$ cat src/rtl/hdr_interp.sv
module hdr_interp #(
  parameter int CW = 8,
  parameter logic [CW-1:0] DATA_CMD = 8'h01,
  parameter logic [CW-4:0] SIMPLE_TAG = 5'b00010
) (
  input  logic            clk,
  input  logic            rst_n,
  input  logic            proto_off,
  input  logic [CW-1:0]   own_addr,
  input  logic            cmd_armed,
  input  logic            in_vld,
  input  logic            in_ctl,
  input  logic [CW-1:0]   in_data,
  output logic            fwd_open,
  output logic            fifo_wr,
  output logic            fifo_ctl,
  output logic [CW-1:0]   fifo_data,
  output logic            cmd_req,
  output logic [2:0]      cmd_code,
  output logic [2*CW-1:0] cmd_arg,
  output logic            hdr_vld,
  output logic [1:0]      hdr_idx,
  output logic [CW-1:0]   hdr_data,
  output logic            err_vld,
  output logic [1:0]      err_cause
);

  typedef enum logic [1:0] {S_WAIT, S_HDR, S_BODY, S_DROP} st_t;

  st_t           st;
  logic [1:0]    idx;
  logic [CW-1:0] h0, h1, h2;

  wire is_eop   = in_vld & in_ctl & ~in_data[0];
  wire is_end   = in_vld & in_ctl;
  wire is_dat   = in_vld & ~in_ctl;
  wire addr_ok  = (h0 == own_addr);
  wire c_data   = (h1 == DATA_CMD);
  wire c_simple = (h1[CW-1:3] == SIMPLE_TAG);
  wire c_safe   = h1[2];

  assign fwd_open = (st == S_BODY);

  always_ff @(posedge clk or negedge rst_n) begin
    if (!rst_n) begin
      st <= S_WAIT;
      idx <= '0;
      h0 <= '0;
      h1 <= '0;
      h2 <= '0;
      fifo_wr <= 1'b0;
      fifo_ctl <= 1'b0;
      fifo_data <= '0;
      cmd_req <= 1'b0;
      cmd_code <= '0;
      cmd_arg <= '0;
      hdr_vld <= 1'b0;
      hdr_idx <= '0;
      hdr_data <= '0;
      err_vld <= 1'b0;
      err_cause <= '0;
    end else begin
      fifo_wr <= 1'b0;
      cmd_req <= 1'b0;
      hdr_vld <= 1'b0;
      err_vld <= 1'b0;
      if (proto_off) begin
        st <= S_WAIT;
        idx <= '0;
        fifo_wr <= in_vld;
        fifo_ctl <= in_ctl;
        fifo_data <= in_data;
      end else begin
        case (st)
          S_WAIT: if (is_eop) begin
            st <= S_HDR;
            idx <= '0;
          end
          S_HDR: begin
            if (is_end) begin
              idx <= '0;
            end else if (is_dat) begin
              hdr_vld <= 1'b1;
              hdr_idx <= idx;
              hdr_data <= in_data;
              idx <= idx + 2'd1;
              case (idx)
                2'd0: h0 <= in_data;
                2'd1: h1 <= in_data;
                2'd2: h2 <= in_data;
                default: begin
                  if (!addr_ok) begin
                    err_vld <= 1'b1;
                    err_cause <= 2'd1;
                    st <= S_DROP;
                  end else if (c_data) begin
                    st <= S_BODY;
                  end else if (c_simple && c_safe && !cmd_armed) begin
                    err_vld <= 1'b1;
                    err_cause <= 2'd3;
                    st <= S_DROP;
                  end else if (c_simple) begin
                    cmd_req <= 1'b1;
                    cmd_code <= h1[2:0];
                    cmd_arg <= {h2, in_data};
                    st <= S_DROP;
                  end else begin
                    err_vld <= 1'b1;
                    err_cause <= 2'd2;
                    st <= S_DROP;
                  end
                end
              endcase
            end
          end
          S_BODY: if (in_vld) begin
            fifo_wr <= 1'b1;
            fifo_ctl <= in_ctl;
            fifo_data <= in_data;
            if (in_ctl) begin
              st <= S_HDR;
              idx <= '0;
            end
          end
          default: if (is_end) begin
            st <= S_HDR;
            idx <= '0;
          end
        endcase
      end
    end
  end

  assert_bypass_quiet_R10: assert property (@(posedge clk) disable iff (!rst_n)
    proto_off |=> (!hdr_vld && !err_vld && !cmd_req));

  assert_no_write_closed_R3: assert property (@(posedge clk) disable iff (!rst_n)
    (!proto_off && !fwd_open) |=> !fifo_wr);

  assert_open_after_hdr_R3: assert property (@(posedge clk) disable iff (!rst_n)
    $rose(fwd_open) |-> (hdr_vld && hdr_idx == 2'd3));

  assert_safety_armed_R5: assert property (@(posedge clk) disable iff (!rst_n)
    (cmd_req && cmd_code[2]) |-> $past(cmd_armed));

  assert_err_cause_R11: assert property (@(posedge clk) disable iff (!rst_n)
    err_vld |-> (err_cause != 2'd0));

  assert_err_pulse_R11: assert property (@(posedge clk) disable iff (!rst_n)
    err_vld |=> !err_vld);

  assert_one_outcome_R4: assert property (@(posedge clk) disable iff (!rst_n)
    !(err_vld && cmd_req));

endmodule

$ cat config.mk
export PLATFORM = sky130hd
export DESIGN_NAME = hdr_interp
export DESIGN_NICKNAME = d
export VERILOG_FILES = /design/src/rtl/hdr_interp.sv
export SDC_FILE = /design/constraint.sdc
export NUM_CORES = 1
export LEC_CHECK = 0
export ABC_AREA = 1
export BUFFER_PORTS_ARGS = -buffer_cell sky130_fd_sc_hd__buf_2
export CAP_MARGIN = 30
export CORE_UTILIZATION = 35
export DETAILED_ROUTE_END_ITERATION = 8
export GPL_TIMING_DRIVEN = 0
export MAX_ROUTING_LAYER = met4
export PLACE_DENSITY_LB_ADDON = 0.12
export SETUP_SLACK_MARGIN = 0.05
export SYNTH_ARGS = -nofsm -noshare
export SYNTH_HDL_FRONTEND = slang
export SYNTH_SLANG_ARGS = --single-unit
export TNS_END_PERCENT = 30
$ cat constraint.sdc
create_clock -name clk -period 2 [get_ports clk]
set_input_delay 0.5 -clock clk [delete_from_list [all_inputs] [get_ports clk]]
set_output_delay 0.5 -clock clk [all_outputs]
set_load 0.02 [all_outputs]
# == Word level (Yosys, flattened, before mapping) ==
# Index checks and enable logic that the tools add are counted.
# totals
wordCells,115
inputBits,22
output_inout_bits,45
register_bits,72
# classes
muxes,54
n_reduce_logical,18
addsub,1
eq_ne,16
n_bitwise,10
# op_table
cell,n
two-way mux 2 bit,19
two-way mux 1 bit,30
two-way mux 8 bit,3
AND reduction 5 bit,4
!= test 3 bit (second input constant),6
AND reduction 7 bit,2
one-hot mux 2 bit (3 select lines),2
AND reduction 9 bit,1
== test 8 x 1 -> 1 bit (second input constant),1
== test 8 bit,1
inverter 1 bit,7
== test 5 x 2 -> 1 bit (second input constant),1
nonzero test 5 bit,1
== test 2 x 1 -> 1 bit (second input constant),2
== test 2 bit (second input constant),2
logical NOT 2 bit,2
!= test 4 bit (second input constant),1
AND reduction 4 bit,1
nonzero test 2 bit,2
AND 1 bit,3
!= test 3 x 2 -> 1 bit (second input constant),1
OR reduction 3 bit,1
adder 2 x 1 -> 2 bit (second input constant),1
logical AND 1 bit,2
3 further kinds,3

# == Depth between registers and ports, before layout ==
# depth
ltp_word,11
depth_mapped,12
depth_no_buf,11

# == Least setup slack after synthesis ==
# Ideal clock, no wire load.
# synth_path
path_type,input-to-reg
start,input port own_addr[7]
end,register cmd_arg[7]
stages,9
required_ns,1.880
setup_ns,0.120
setup_slack_ns,0.513
arrival_time_ns,1.367
path_buffers,1
path_cell_list,xnor2_1 > nand2_1 > nor2_1 > nand2_1 > inv_1 > nand3_1 > buf_2 > nand2_1 > o21ai_2
# synth_via
elab_chain_len,2
# synth_rtl
item,line_no,rtl
from (decl),9,"input logic [CW-1:0] own_addr,"
== test 8 bit,37,wire addr_ok = (h0 == own_addr);
AND reduction 9 bit (no source line),n/a,
to (signal assigned),105,"cmd_arg <= {h2, in_data};"
to (decl),20,"output logic [2*CW-1:0] cmd_arg,"
# No other way between the ends.
# A chain may end at the register's enable or synchronous reset.

# == Worst setup path in the final report ==
# layout_path
start,register st[0]
end,output port fwd_open
# layout_via
elab_chain_len,1
# layout_rtl
item,line_no,rtl
from (decl),30,st_t st;
from (signal assigned),46,st <= S_WAIT;
from (signal assigned),68,st <= S_WAIT;
from (signal assigned),76,st <= S_HDR;
== test 2 bit,42,assign fwd_open = (st == S_BODY);
to (decl),14,"output logic fwd_open,"
# No other way between the ends.

==> summary.txt <==
Clk root buf: clkbuf_8
Initial Utilization: 36.5%
Max transition margin: 69.0%
Final hold vios: 0
Routed Antenna Nets: 0
PortBufs: 66
Final setup viols: 0
P_leak: 0.00200 µW
Gp weighted congestion: 0.781
Minimum clock period: 1690 ps
Worst skew pair latency: 340 ps
Critical Path Start Type: flop
ANT cells: 0
Detailed Place HPWL: 5050 µm
TritonCTS buffer count: 9
Placed cell count: 496
Final WL: 7130 µm
TritonRoute pass-1 iters: 5
Non-Filler Instances: 511
Flop pwr share: 49.3%
DR vias: 2409
Placement-stage cell area: 3520 µm²
Period Utilization, post-route: 84.7%
Pre-CTS setup slack: 121 ps
# H-tree levels: 3
Vias in the first global route: 2214
Post-synthesis cell type count: 29
Total track usage: 17.5%
Worst-Margin Slew: 465 ps
Combinational power share: 21.8%
Setup TNS Final: 0 ps
Max Cap Viol: 0
Mapped Nets: 350
Final Slew Violations: 0
Core area: 8300 µm²
Clock transition at path regs: 70 ps
Max Freq: 590 MHz
# fillers: 863
PwrDens: 1030 nW/µm²
Critical Path AT: 1190 ps
Global-route wire length before repair: 11300 µm
DR WL/cell: 13.9 µm
Critical Path RT: 1500 ps
Die height: 95.1 µm
CTS tree: built
Remaining DRCs: 0
CTS Hold Bufs: 0
Post-synthesis cell count: 324
Worst Hold Class: in -> async
Site row count: 33
Worst setup margin: 306 ps
IO Count: 67
Worst VDD drop: 0.526 mV
Unrepaired setup endpoints after global routing: no
TritonCTS Sinks: 72
Most frequent cells in the layout: nand2_1 (103), dfrtp_1 (72), buf_2 (68), o21ai_0 (36), inv_1 (28)
Switching part of the total: 31.6%
Iteration-0 DRC count of the detailed router: 141
Avg Vias per Cell: 4.71
Share of cells above drive strength 1: 25.4%
Pint: 2590 µW
Die W: 95.1 µm
FF+latch count, synth: 72
Final instance area: 3690 µm²
Die area: 9040 µm²
Post-Syn Area: 3030 µm²
Hold slack final: 94.6 ps
Syn avg cell area: 9.36 µm²
CTS Buffer Depth: 2
Status: completed
Largest net degree at the start of global routing: 42
Crit Path Class: reg -> out
Post-CTS Setup Bufs: 0
Worst Skew: 15.6 ps
Number of gates resized after CTS: 0
Leading cell type in the layout, fill and taps excluded: nand2_1
Area delta synth->final: 21.9%
Critical path endpoint category: output port
Antenna violations before repair: 0
Psw: 1200 µW
Sequential fraction of the synthesis area: 59.4%
Crit-path max FO: 4
Warnings, synthesis: 0
Total gr overflow: 0
Clock share of power: 29.0%
Nets@finish: 428
[worst paths after layout]
path | start | endpoint | slack, ps | cells after the start
worst max-delay path | st[0]$_DFFE_PN0P_ | fwd_open | 310 | 4
worst min-delay path | rst_n | hdr_idx[1]$_DFFE_PN0P_ | 90 | 1
worst max register to register | h0[4]$_DFFE_PN0P_ | cmd_arg[12]$_DFFE_PN0P_ | 320 | 11
worst min register to register | cmd_arg[13]$_DFFE_PN0P_ | cmd_arg[13]$_DFFE_PN0P_ | 480 | 2
max in group asynchronous | rst_n | h0[6]$_DFFE_PN0P_ | 1340 | 2
min in group clk | in_vld | fifo_wr$_DFF_PN0_ | 430 | 3
[cell usage after synthesis]
library cell / number / area (µm²)
a21oi_1: 2 / 10.0
nand2_4: 3 / 33.8
o22ai_1: 1 / 6.26
and3_1: 1 / 6.26
nand4_1: 4 / 25.0
o21ai_2: 2 / 17.5
xnor2_1: 5 / 43.8
nor3_1: 3 / 15.0
buf_2: 3 / 15.0
clkbuf_1: 1 / 3.75
mux2_2: 1 / 11.3
inv_2: 1 / 3.75
or2_0: 1 / 6.26
o21bai_1: 1 / 7.51
ha_1: 4 / 50.1
o21ai_1: 17 / 85.1
buf_6: 5 / 56.3
nand2_2: 3 / 18.8
clkinv_4: 2 / 17.5
o211ai_1: 1 / 7.51
o21ai_0: 36 / 180
nor2_4: 2 / 22.5
dfrtp_1: 72 / 1800
inv_1: 28 / 105
nand2_1: 103 / 387
nor2_2: 1 / 6.26
nor2_1: 14 / 52.6
or2_2: 1 / 6.26
nand3_1: 6 / 30.0
[metrics by stage]
| step | util (%) | total power [µW] |
|---|---|---|
| 2_1_floorplan | - | 2430 |
| 3_3_place_gp | 42.1 | 2700 |
| 3_5_place_dp | 42.4 | 2730 |
| 4_1_cts | 44.5 | 3830 |
| 5_1_grt | 44.5 | 4010 |
| 6_report | 44.5 | 3790 |
[per-layer routing]
layer  GRT usage, %  part of all wire (%)  routed length, µm  vias to the layer above
li1               -                     -                  -                     1187
met1           24.1                    49               3510                     1158
met2           24.7                    44               3140                       53
met3           3.59                   4.4                312                       11
met4           7.70                   2.3                163                        0
met5              -                     0                  0                        -
[registers in the layout, indices dropped and copies added, names as in the netlist, 3 cells and up]
signal and flops:
hdr_data 8, h2 8, cmd_arg 16, h0 8
fifo_data 8, h1 8, cmd_code 3
[worst max-delay path, cell delays in order (launching register included)]
cell and delay, ps:
dfrtp_1 420, inv_1 90, nand2_1 80, inv_1 90, buf_2 170
[kinds of logic after synthesis]
family | count (synthesis) | synth area share (%)
AOI/OAI and AO/OA | 60 | 10.4
xor gates and xnor gates | 5 | 1.44
adders and majority gates | 4 | 1.65
buffers and inverters | 40 | 6.64
DFF | 72 | 59.4
muxes | 1 | 0.371
and+or+nand+nor | 142 | 20.1
[final cells by class]
cell class,count,area [µm²],share of cell area [%]
plain buffers,9,75.1,2.03
repair buffers,67,353,9.55
clock inverters,3,43.8,1.19
well taps,105,131,3.56
flip-flops and latches,72,1800,48.8
clock buffers,12,135,3.66
inverters,31,126,3.42
multi-input cells,212,1030,27.8
[power by group through the flow]
stage	logic [µW]	clock network, µW	registers (µW)
2_1_floorplan	411	0	2010
3_3_place_gp	810	0	1890
3_5_place_dp	836	0	1890
4_1_cts	839	1120	1870
5_1_grt	925	1180	1900
6_report	826	1100	1870
No activity file was read; power rests on OpenSTA's default activity.
